--- config.mk ---
export PLATFORM = sky130hd
export DESIGN_NAME = hdiv_clock_gen
export DESIGN_NICKNAME = d
export VERILOG_FILES = /design/src/rtl/hdiv_pkg.sv /design/src/rtl/hdiv_sel_decode.sv /design/src/rtl/hdiv_period_ctr.sv /design/src/rtl/hdiv_edge_shaper.sv /design/src/rtl/hdiv_clock_gen.sv
export SDC_FILE = /design/constraint.sdc
export NUM_CORES = 1
export LEC_CHECK = 0
export ABC_AREA = 0
export BUFFER_PORTS_ARGS = -buffer_cell sky130_fd_sc_hd__buf_2
export CAP_MARGIN = 10
export CORE_UTILIZATION = 61
export CTS_BUF_LIST = sky130_fd_sc_hd__clkbuf_8
export CTS_CLUSTER_SIZE = 24
export DETAILED_ROUTE_END_ITERATION = 10
export PLACE_DENSITY_LB_ADDON = 0.08
export SLEW_MARGIN = 15
export SYNTH_ARGS = -nofsm -noshare
export SYNTH_HDL_FRONTEND = slang
export SYNTH_SLANG_ARGS = --single-unit
--- constraint.sdc ---
create_clock -name clk_ref -period 2.5 [get_ports clk_ref]
set_input_delay 0.125 -clock clk_ref [delete_from_list [all_inputs] [get_ports clk_ref]]
set_output_delay 0.125 -clock clk_ref [all_outputs]
set_load 0.005 [all_outputs]
--- src/rtl/hdiv_pkg.sv ---
package hdiv_pkg;

  // Smallest period in reference cycles (divisor 1.5).
  localparam int unsigned HDIV_MIN_PERIOD = 3;

  // Number of legal codes for a given top of the half-step range
  // (expressed as a period, 2*D) and a given top integer divisor.
  function automatic int unsigned hdiv_code_count(input int unsigned half_top2,
                                                  input int unsigned int_top);
    return (half_top2 - HDIV_MIN_PERIOD + 1) + (int_top - half_top2 / 2);
  endfunction

endpackage

--- src/rtl/hdiv_sel_decode.sv ---
module hdiv_sel_decode
  import hdiv_pkg::*;
#(
  parameter int unsigned SEL_W     = 5,
  parameter int unsigned HALF_TOP2 = 16,
  parameter int unsigned INT_TOP   = 16,
  parameter int unsigned PER_W     = 6
) (
  input  logic [SEL_W-1:0] sel_i,
  output logic             legal_o,
  output logic [PER_W-1:0] period_o
);

  localparam int unsigned N_HALF  = HALF_TOP2 - HDIV_MIN_PERIOD + 1;
  localparam int unsigned N_CODES = hdiv_code_count(HALF_TOP2, INT_TOP);

  always_comb begin
    int unsigned k;
    k        = int'(sel_i);
    legal_o  = 1'b0;
    period_o = '0;
    if (k < N_HALF) begin
      legal_o  = 1'b1;
      period_o = PER_W'(k + HDIV_MIN_PERIOD);
    end else if (k < N_CODES) begin
      legal_o  = 1'b1;
      period_o = PER_W'(2 * (k - N_HALF + HALF_TOP2 / 2 + 1));
    end
  end

  // every legal period lies inside the supported span
  always_comb begin
    if (legal_o) begin
      a_per_span_r1: assert (period_o >= PER_W'(HDIV_MIN_PERIOD) &&
                             period_o <= PER_W'(2 * INT_TOP))
        else $error("decoded period out of span");
    end
  end

endmodule

--- src/rtl/hdiv_period_ctr.sv ---
module hdiv_period_ctr #(
  parameter int unsigned PER_W = 6
) (
  input  logic             clk,
  input  logic             rst_n,
  input  logic             legal_i,
  input  logic [PER_W-1:0] period_i,
  input  logic             fast_i,
  output logic             pos_o,
  output logic             stretch_o
);

  logic             ph_q, ph_d;
  logic             run_q, run_d;
  logic [PER_W-1:0] cnt_q, cnt_d;
  logic             pos_q, pos_d;
  logic [PER_W-1:0] per_q, hi_q;
  logic             stretch_q;
  logic             wrap, cfg_en, stop;

  // next-state logic
  always_comb begin
    ph_d   = ~ph_q;
    wrap   = run_q && (cnt_q == per_q - 1'b1);
    cfg_en = (wrap && legal_i) || (!run_q && legal_i && !ph_q);
    stop   = wrap && !legal_i;
    run_d  = run_q;
    cnt_d  = cnt_q;
    pos_d  = pos_q;
    if (cfg_en) begin
      run_d = 1'b1;
      cnt_d = '0;
      pos_d = 1'b1;
    end else if (stop) begin
      run_d = 1'b0;
      cnt_d = '0;
      pos_d = 1'b0;
    end else if (run_q) begin
      cnt_d = cnt_q + 1'b1;
      pos_d = (cnt_q + 1'b1) < hi_q;
    end
  end

  // state registers
  always_ff @(posedge clk or negedge rst_n) begin
    if (!rst_n) begin
      ph_q  <= 1'b0;
      run_q <= 1'b0;
      cnt_q <= '0;
      pos_q <= 1'b0;
    end else begin
      ph_q  <= ph_d;
      run_q <= run_d;
      cnt_q <= cnt_d;
      pos_q <= pos_d;
    end
  end

  // configuration registers, enabled only at a period start
  always_ff @(posedge clk or negedge rst_n) begin
    if (!rst_n) begin
      per_q     <= '0;
      hi_q      <= '0;
      stretch_q <= 1'b0;
    end else if (cfg_en) begin
      per_q     <= period_i;
      hi_q      <= period_i >> 1;
      stretch_q <= period_i[0] & ~fast_i;
    end
  end

  assign pos_o     = pos_q;
  assign stretch_o = stretch_q;

  // counter never reaches the latched period
  p_cnt_in_range_r1: assert property (@(posedge clk) disable iff (!rst_n)
    run_q |-> (cnt_q < per_q));

  // the output only rises at the start of a period
  p_rise_at_wrap_r1: assert property (@(posedge clk) disable iff (!rst_n)
    $rose(pos_q) |-> (run_q && cnt_q == '0));

  // a stopped divider keeps its output low
  p_idle_low_r2: assert property (@(posedge clk) disable iff (!rst_n)
    !run_q |-> !pos_q);

  // the rising-edge phase never exceeds the latched high time
  p_high_len_r3: assert property (@(posedge clk) disable iff (!rst_n)
    pos_q |-> (cnt_q < hi_q));

  // the configuration holds inside a period
  p_hold_cfg_r7: assert property (@(posedge clk) disable iff (!rst_n)
    (run_q && $past(run_q) && cnt_q != '0) |-> ($stable(per_q) && $stable(stretch_q)));

  // a restart from idle happens on an input rising edge only
  p_start_even_r8: assert property (@(posedge clk) disable iff (!rst_n)
    $rose(run_q) |-> ($past(ph_q) == 1'b0));

endmodule

--- src/rtl/hdiv_edge_shaper.sv ---
module hdiv_edge_shaper (
  input  logic clk,
  input  logic rst_n,
  input  logic pos_i,
  input  logic stretch_i,
  output logic clk_o
);

  logic neg_q;

  // half-cycle delayed copy, captured on the falling reference edge
  always_ff @(negedge clk or negedge rst_n) begin
    if (!rst_n) neg_q <= 1'b0;
    else        neg_q <= pos_i;
  end

  assign clk_o = pos_i | (neg_q & stretch_i);

  // in normal mode an odd count keeps the output up for an extra half cycle
  p_half_extend_r4: assert property (@(negedge clk) disable iff (!rst_n)
    ($fell(pos_i) && stretch_i) |-> clk_o);

  // without stretch the output falls together with the rising-edge phase
  p_no_extend_r5: assert property (@(negedge clk) disable iff (!rst_n)
    ($fell(pos_i) && !stretch_i) |-> !clk_o);

endmodule

--- src/rtl/hdiv_clock_gen.sv ---
module hdiv_clock_gen
  import hdiv_pkg::*;
#(
  parameter int unsigned SEL_W     = 5,
  parameter int unsigned HALF_TOP2 = 16,
  parameter int unsigned INT_TOP   = 16
) (
  input  logic             clk_ref,
  input  logic             rst_n,
  input  logic             hf_mode,
  input  logic [SEL_W-1:0] div_sel,
  output logic             clk_div_o,
  output logic             sel_err_o
);

  localparam int unsigned PER_W = $clog2(2 * INT_TOP + 1);

  logic             legal;
  logic [PER_W-1:0] period;
  logic             pos, stretch;

  hdiv_sel_decode #(
    .SEL_W    (SEL_W),
    .HALF_TOP2(HALF_TOP2),
    .INT_TOP  (INT_TOP),
    .PER_W    (PER_W)
  ) u_decode (
    .sel_i   (div_sel),
    .legal_o (legal),
    .period_o(period)
  );

  hdiv_period_ctr #(
    .PER_W(PER_W)
  ) u_ctr (
    .clk      (clk_ref),
    .rst_n    (rst_n),
    .legal_i  (legal),
    .period_i (period),
    .fast_i   (hf_mode),
    .pos_o    (pos),
    .stretch_o(stretch)
  );

  hdiv_edge_shaper u_shape (
    .clk      (clk_ref),
    .rst_n    (rst_n),
    .pos_i    (pos),
    .stretch_i(stretch),
    .clk_o    (clk_div_o)
  );

  assign sel_err_o = ~legal;

endmodule

==> results_dict.tcl, run 1 <==
set metrics [dict create \
    period_share_pct 89.8 \
    boundaryPins 10 \
    maxClockFrequency_ghz 0.445 \
    cts_sinks 17 \
    r2r-end "u_ctr.per_q[3]$_DFFE_PN0N_" \
    areaGrowthSynthToFinish_pct 7.19 \
    internal_power_uw 785 \
    nets 168 \
    fin_worst_skew_ns 0.0167 \
    crit_path_cell_trace "inv_1 > ha_1 > xnor2_1 > a21oi_1 > o2111ai_2 > o22ai_1 > and3_1 > mux2_4" \
    rows 16 \
    maxSlewViolCount 0 \
    drive_gt1_share_pct 15.8 \
    dr.pass1.iters 4 \
    synthesis.area_mm2 0.00127 \
    die_area_mm2 0.00227 \
    grt_first_pass_wirelength_um 4220 \
    slowest_delay_ns 0.41 \
    ant_nets 0 \
    root_buffer "clkbuf_8" \
    die_h_um 47.6 \
    min_to "u_ctr.stretch_o$_DFFE_PN0N_" \
    h-tree-depth 1 \
    hold_depth 2 \
    end_kind "register" \
    drc_errors 0 \
    via_count 1063 \
    dp_hpwl_um 2000 \
    combPwrFrac_pct 49.0 \
    synth-main-ff-cell "dfrtp_1" \
    utilization_pct 69.4 \
    overflow 0 \
    synth_cell_types 45 \
    fillers 180 \
    cts.path.max_buffers 2 \
    drv_cap 0 \
    regToRegSetupSlack_ns 0.25 \
    cp.required_ns 2.64 \
    drt_iter0_markers 37 \
    yosysTopAreaCell "dfrtp_1" \
    synth_cells 143 \
    p_leak_uw 0.000630 \
    diodes 0 \
    vias_per_cell 5.94 \
    worstPathArrival_ns 2.39 \
    avgSynthCellArea_um2 8.88 \
    first_global_vias 908 \
    status "finished clean" \
    synth_most_common_cell "dfrtp_1" \
    worstPathMaxFanout 8 \
    tns_ns 0 \
    p_per_area_mw_per_mm2 968 \
    post_cts_buffers 0 \
    grt_max_degree 17 \
    synth_top_area_share_pct 31.5 \
    p_sw_share_pct 40.4 \
    ir_worst_vdd_mv 0.540 \
    fp.dieW_um 47.6 \
    worstSkewPairLatency_ns 0.27 \
    hp-class "in2reg" \
    synth-edff-count 0 \
    worst_pin_slew_ns 0.454 \
    antenna_found_initial 0 \
    power.switching_uw 533 \
    clkTransAtPathRegs_ns 0.06 \
    cts_tree "done" \
    timing.rr.start "u_ctr.per_q[1]$_DFFE_PN0N_" \
    ys_warn_count 0 \
    finalSetupViolCount 0 \
    pwr-share-seq_pct 35.8 \
    wl_per_cell_um 14.7 \
    reg2reg_depth 8 \
    final_hold_viol_count 0 \
    initial_utilization_pct 64.7 \
    async_flop_share_pct 100 \
    min-delay-start "hf_mode" \
    cp-start-kind "register" \
    finalCriticalPeriod_ns 2.25 \
    ys_top_cells_by_area "dfrtp_1, ha_1, o21ai_0" \
    path_class "reg2reg" \
    grt_use_total_pct 27.4 \
    cpMaxStageDelayCell "and3_1" \
    core_area_mm2 0.00196 \
    synth_common_cells "dfrtp_1, o21ai_0, inv_1, nor2_1, a21oi_1" \
    maxSlewHeadroom_pct 69.8 \
    routed_wl_um 2640 \
    port_buffers 9 \
    syn_nets 158 \
    rsz0062_at_grt "false" \
    power_frac_clock_pct 15.1 \
    gp_congestion 0.884 \
    yosysSeqAreaShare_pct 33.5 \
    cts_buffers 3 \
    ys_ff_latch 17 \
]
-- cell families (layout without fill, tap and decap cells) --
logic type	after synthesis	in the layout	synth area share (%)
xor+xnor	11	11	7.59
compound gates	45	45	23.1
fa+ha+maj	7	7	6.90
mux	5	5	5.12
buf+inv	20	29	8.37
simple gates	38	38	15.5
flops	17	17	33.5
-- timing repair --
| action | in CTS | in global routing |
|---|---|---|
| endpoints found under the hold margin | 16 | 0 |
| hold buffers | 1 | 0 |
| gates resized for setup | 0 | 0 |
-- per-layer routing --
layer  global-route usage, %  vias up  share of wire, %
met5                       0        -                 0
met2                    41.4       26                45
met3                    4.91        4               3.5
met1                    38.9      509                50
met4                    11.1        0               1.7
li1                        -      524                 -
-- final cells by class --
type,count,area (um^2),share of cell area [%]
clock buffers,3,41.3,3.03
repair buffers,12,70.1,5.15
inverters,13,48.8,3.58
clock inverters,1,3.75,0.276
multi-input cells,106,738,54.2
well taps,27,33.8,2.48
flip-flops and latches,17,425,31.2
-- worst max path at each step --
stage | from | to | slack [ns]
after floorplan | u_ctr.per_q[1]$_DFFE_PN0N_ | u_ctr.per_q[1]$_DFFE_PN0N_ | 0.56
after global placement | u_ctr.per_q[1]$_DFFE_PN0N_ | u_ctr.per_q[3]$_DFFE_PN0N_ | 0.39
after detailed placement | u_ctr.per_q[0]$_DFFE_PN0N_ | u_ctr.per_q[1]$_DFFE_PN0N_ | 0.31
after CTS | u_shape.neg_q$_DFF_NN0_ | clk_div_o | 0.25
after global routing | u_ctr.per_q[1]$_DFFE_PN0N_ | u_ctr.per_q[4]$_DFFE_PN0N_ | 0.12
final | u_ctr.per_q[1]$_DFFE_PN0N_ | u_ctr.per_q[3]$_DFFE_PN0N_ | 0.25
-- power groups by stage --
stage	combinational, uW	sequential, uW	clock, uW
2_1_floorplan	546	430	0
3_3_place_gp	620	470	0
3_5_place_dp	639	474	0
4_1_cts	647	469	205
5_1_grt	730	483	214
6_report	646	472	199
-- registers in the layout (all words and copies together) (netlist names) --
name,cells
u_ctr.stretch_o,1
u_ctr.pos_o,1
u_shape.neg_q,1
u_ctr.per_q,6
u_ctr.run_q,1
u_ctr.ph_q,1
u_ctr.cnt_q,6
-- layout by cell type, fill, tap and decap left out, drive strengths merged, types with 3 or more instances in the layout --
cell / netlist / final
xor2: 4 / 4
and2: 3 / 3
inv: 13 / 14
nand3: 4 / 4
buf: 5 / 11
nor2: 11 / 11
nand2: 5 / 5
o22ai: 4 / 4
mux2: 3 / 3
ha: 7 / 7
xnor2: 7 / 7
dfrtp: 16 / 16
a21oi: 10 / 10
o21ai: 16 / 16
clkbuf: 2 / 3
a22oi: 3 / 3
nor3: 5 / 5
-- metrics by stage --
stage / hold WS [ns] / worst slack [ns] / area (um^2) / instances / total power (uW)
6_report: 0.0585 / 0.254 / 1360 / 179 / 1320
3_5_place_dp: 0.151 / 0.308 / 1310 / 174 / 1110
3_3_place_gp: 0.152 / 0.386 / 1310 / 174 / 1090
5_1_grt: 0.0795 / 0.124 / 1360 / 179 / 1430
2_1_floorplan: -0.171 / 0.558 / 1270 / 143 / 976
4_1_cts: 0.0520 / 0.252 / 1360 / 179 / 1320
-- worst max-delay path, delay by kind of cell (launching register included) --
| kind | cells | cell delay (ns) |
|---|---|---|
| adders and majority gates | 1 | 0.31 |
| buffers and inverters | 1 | 0.08 |
| AOI/OAI and AO/OA | 3 | 0.48 |
| xor gates and xnor gates | 1 | 0.14 |
| muxes | 1 | 0.33 |
| DFF | 1 | 0.39 |
| and+or+nand+nor | 1 | 0.41 |
Power figures use the tool's default switching activity.
==> run 2: changes to the inputs <==
Settings changed: CELL_PAD_IN_SITES_DETAIL_PLACEMENT set to 1, CELL_PAD_IN_SITES_GLOBAL_PLACEMENT set to 2, CORE_UTILIZATION 61 to 38.
==> run 2 against run 1 <==
Register-to-register slack is essentially flat; via count shrank 3.5%; critical path type is now reg2out; worst hold slack lost 0.0056 ns; cell area grew 1.7%; cell count grew 9.5%; first-iteration DRC count grew 51%; die area grew 58%; clock skew shrank 0.0027 ns; wire length grew 15%.
==> results_dict.tcl, run 2 (synthesis gave the netlist of run 1 again) <==
set metrics [dict create \
    final_cells 196 \
    rows 20 \
    grt_max_degree 17 \
    fp.dieW_um 59.8 \
    worstPathMaxFanout 1 \
    period_share_pct 90.4 \
    worst_pin_slew_ns 0.523 \
    cp.required_ns 2.38 \
    drc_errors 0 \
    final_hold_viol_count 0 \
    place_ws_ns 0.268 \
    vias_per_cell 5.23 \
    tns_ns 0 \
    p_leak_uw 0.000628 \
    worstSkewPairLatency_ns 0.27 \
    slowest_delay_ns 0.32 \
    power.total_uw 1330 \
    path_class "reg2out" \
    ir_worst_vdd_mv 0.360 \
    routed_wl_um 3030 \
    clkTransAtPathRegs_ns 0.07 \
    status "finished clean" \
    end_kind "output pin" \
    finalCriticalPeriod_ns 2.26 \
    p_per_area_mw_per_mm2 960 \
    drv_cap 0 \
    layout_commonest_cell "dfrtp_1" \
    areaGrowthSynthToFinish_pct 8.97 \
    cts.path.max_buffers 2 \
    antenna_found_initial 0 \
    pwr-share-seq_pct 35.6 \
    maxSlewViolCount 0 \
    grt_first_pass_wirelength_um 5150 \
    drt_iter0_markers 56 \
    cpMaxStageDelayCell "dfrtn_1" \
    placed_cell_area_mm2 0.00133 \
    die_h_um 59.8 \
    nets 168 \
    final_cell_area_mm2 0.00138 \
    diodes 0 \
    layout_common_cells "dfrtp_1, o21ai_0, inv_1" \
    dp.cells 191 \
    crit_path_cell_trace "a21o_1 > buf_2" \
    worstPathArrival_ns 2.14 \
    overflow 0 \
    first_global_vias 1035 \
    rsz0062_at_grt "false" \
    via_count 1026 \
    setup_slack_ns 0.240 \
    fin_worst_skew_ns 0.0140 \
    internal_power_uw 785 \
    ant_nets 0 \
    finalSetupViolCount 0 \
    combPwrFrac_pct 48.5 \
    root_buffer "clkbuf_8" \
    path_buf_inv 1 \
    wl_per_cell_um 15.5 \
    core_area_mm2 0.00310 \
    die_area_mm2 0.00358 \
    cp-start-kind "register" \
    dp_hpwl_um 2370 \
    power_frac_clock_pct 15.9 \
    power.switching_uw 544 \
    boundaryPins 10 \
    critPathTopFamily "flip-flops" \
    drive_gt1_share_pct 16.4 \
    maxClockFrequency_ghz 0.446 \
    cts_tree "done" \
    dr.pass1.iters 4 \
    cts_buffers 3 \
    initial_utilization_pct 40.9 \
    port_buffers 9 \
    hp-class "in2reg" \
    grt_use_total_pct 19.9 \
    top_regs "u_ctr.cnt_q: 6 flops, u_ctr.per_q: 6 flops" \
    p_sw_share_pct 40.9 \
    cts_sinks 17 \
    maxSlewHeadroom_pct 65.2 \
    gp_congestion 0.843 \
    h-tree-depth 1 \
]
[run 2: changes by cell type in the layout (fill, tap and decap cells not counted)]
cell      delta
clkinv_2     +1
inv_1        -1
[run 2: cell type report]
cell class	count	area [um^2]
fillers	385	1720
multi-input cells	106	738
flip-flops and latches	17	425
repair buffers	12	70.1
well taps	44	55.1
inverters	13	48.8
clock buffers	3	41.3
clock inverters	1	5.00
[run 2: timing repair]
| action | 4_1_cts | 5_1_grt |
|---|---|---|
| gates resized for setup | 0 | 0 |
| buffers inserted | 0 | 0 |
| hold buffers | 1 | 0 |
| hold endpoints to repair | 16 | 0 |
[run 2: worst paths after layout]
path | startpoint | end | slack, ns | cells past startpoint
worst max-delay path | u_shape.neg_q$_DFF_NN0_ | clk_div_o | 0.24 | 2
worst min-delay path | hf_mode | u_ctr.stretch_o$_DFFE_PN0N_ | 0.05 | 2
worst max register to register | u_ctr.per_q[1]$_DFFE_PN0N_ | u_ctr.per_q[1]$_DFFE_PN0N_ | 0.26 | 8
worst min register to register | u_ctr.ph_q$_DFF_PN0_ | u_ctr.ph_q$_DFF_PN0_ | 0.54 | 1
max in group asynchronous | rst_n | u_shape.neg_q$_DFF_NN0_ | 1.04 | 2
min in group asynchronous | rst_n | u_ctr.pos_o$_DFFE_PN0P_ | 0.41 | 3
[run 2: power groups by stage]
stage / combinational (uW) / clock, uW / sequential (uW)
after global placement: 642 / 0 / 475
after floorplan: 546 / 0 / 430
after detailed placement: 647 / 0 / 479
final: 645 / 212 / 472
after CTS: 655 / 224 / 473
after global routing: 746 / 231 / 489
[run 2: metal layers]
| metal | track usage, % | wire [um] |
|---|---|---|
| met5 | 0 | 0 |
| met4 | 6.98 | 17 |
| met3 | 3.90 | 51 |
| met2 | 29.2 | 1310 |
| met1 | 28.9 | 1650 |
[run 2: stage by stage]
step	hold WS [ns]	utilization, %
global placement	0.162	42.8
floorplan	-0.171	-
detailed placement	0.169	42.8
finish	0.0529	44.6
global route	0.0429	44.6
CTS	0.0426	44.6
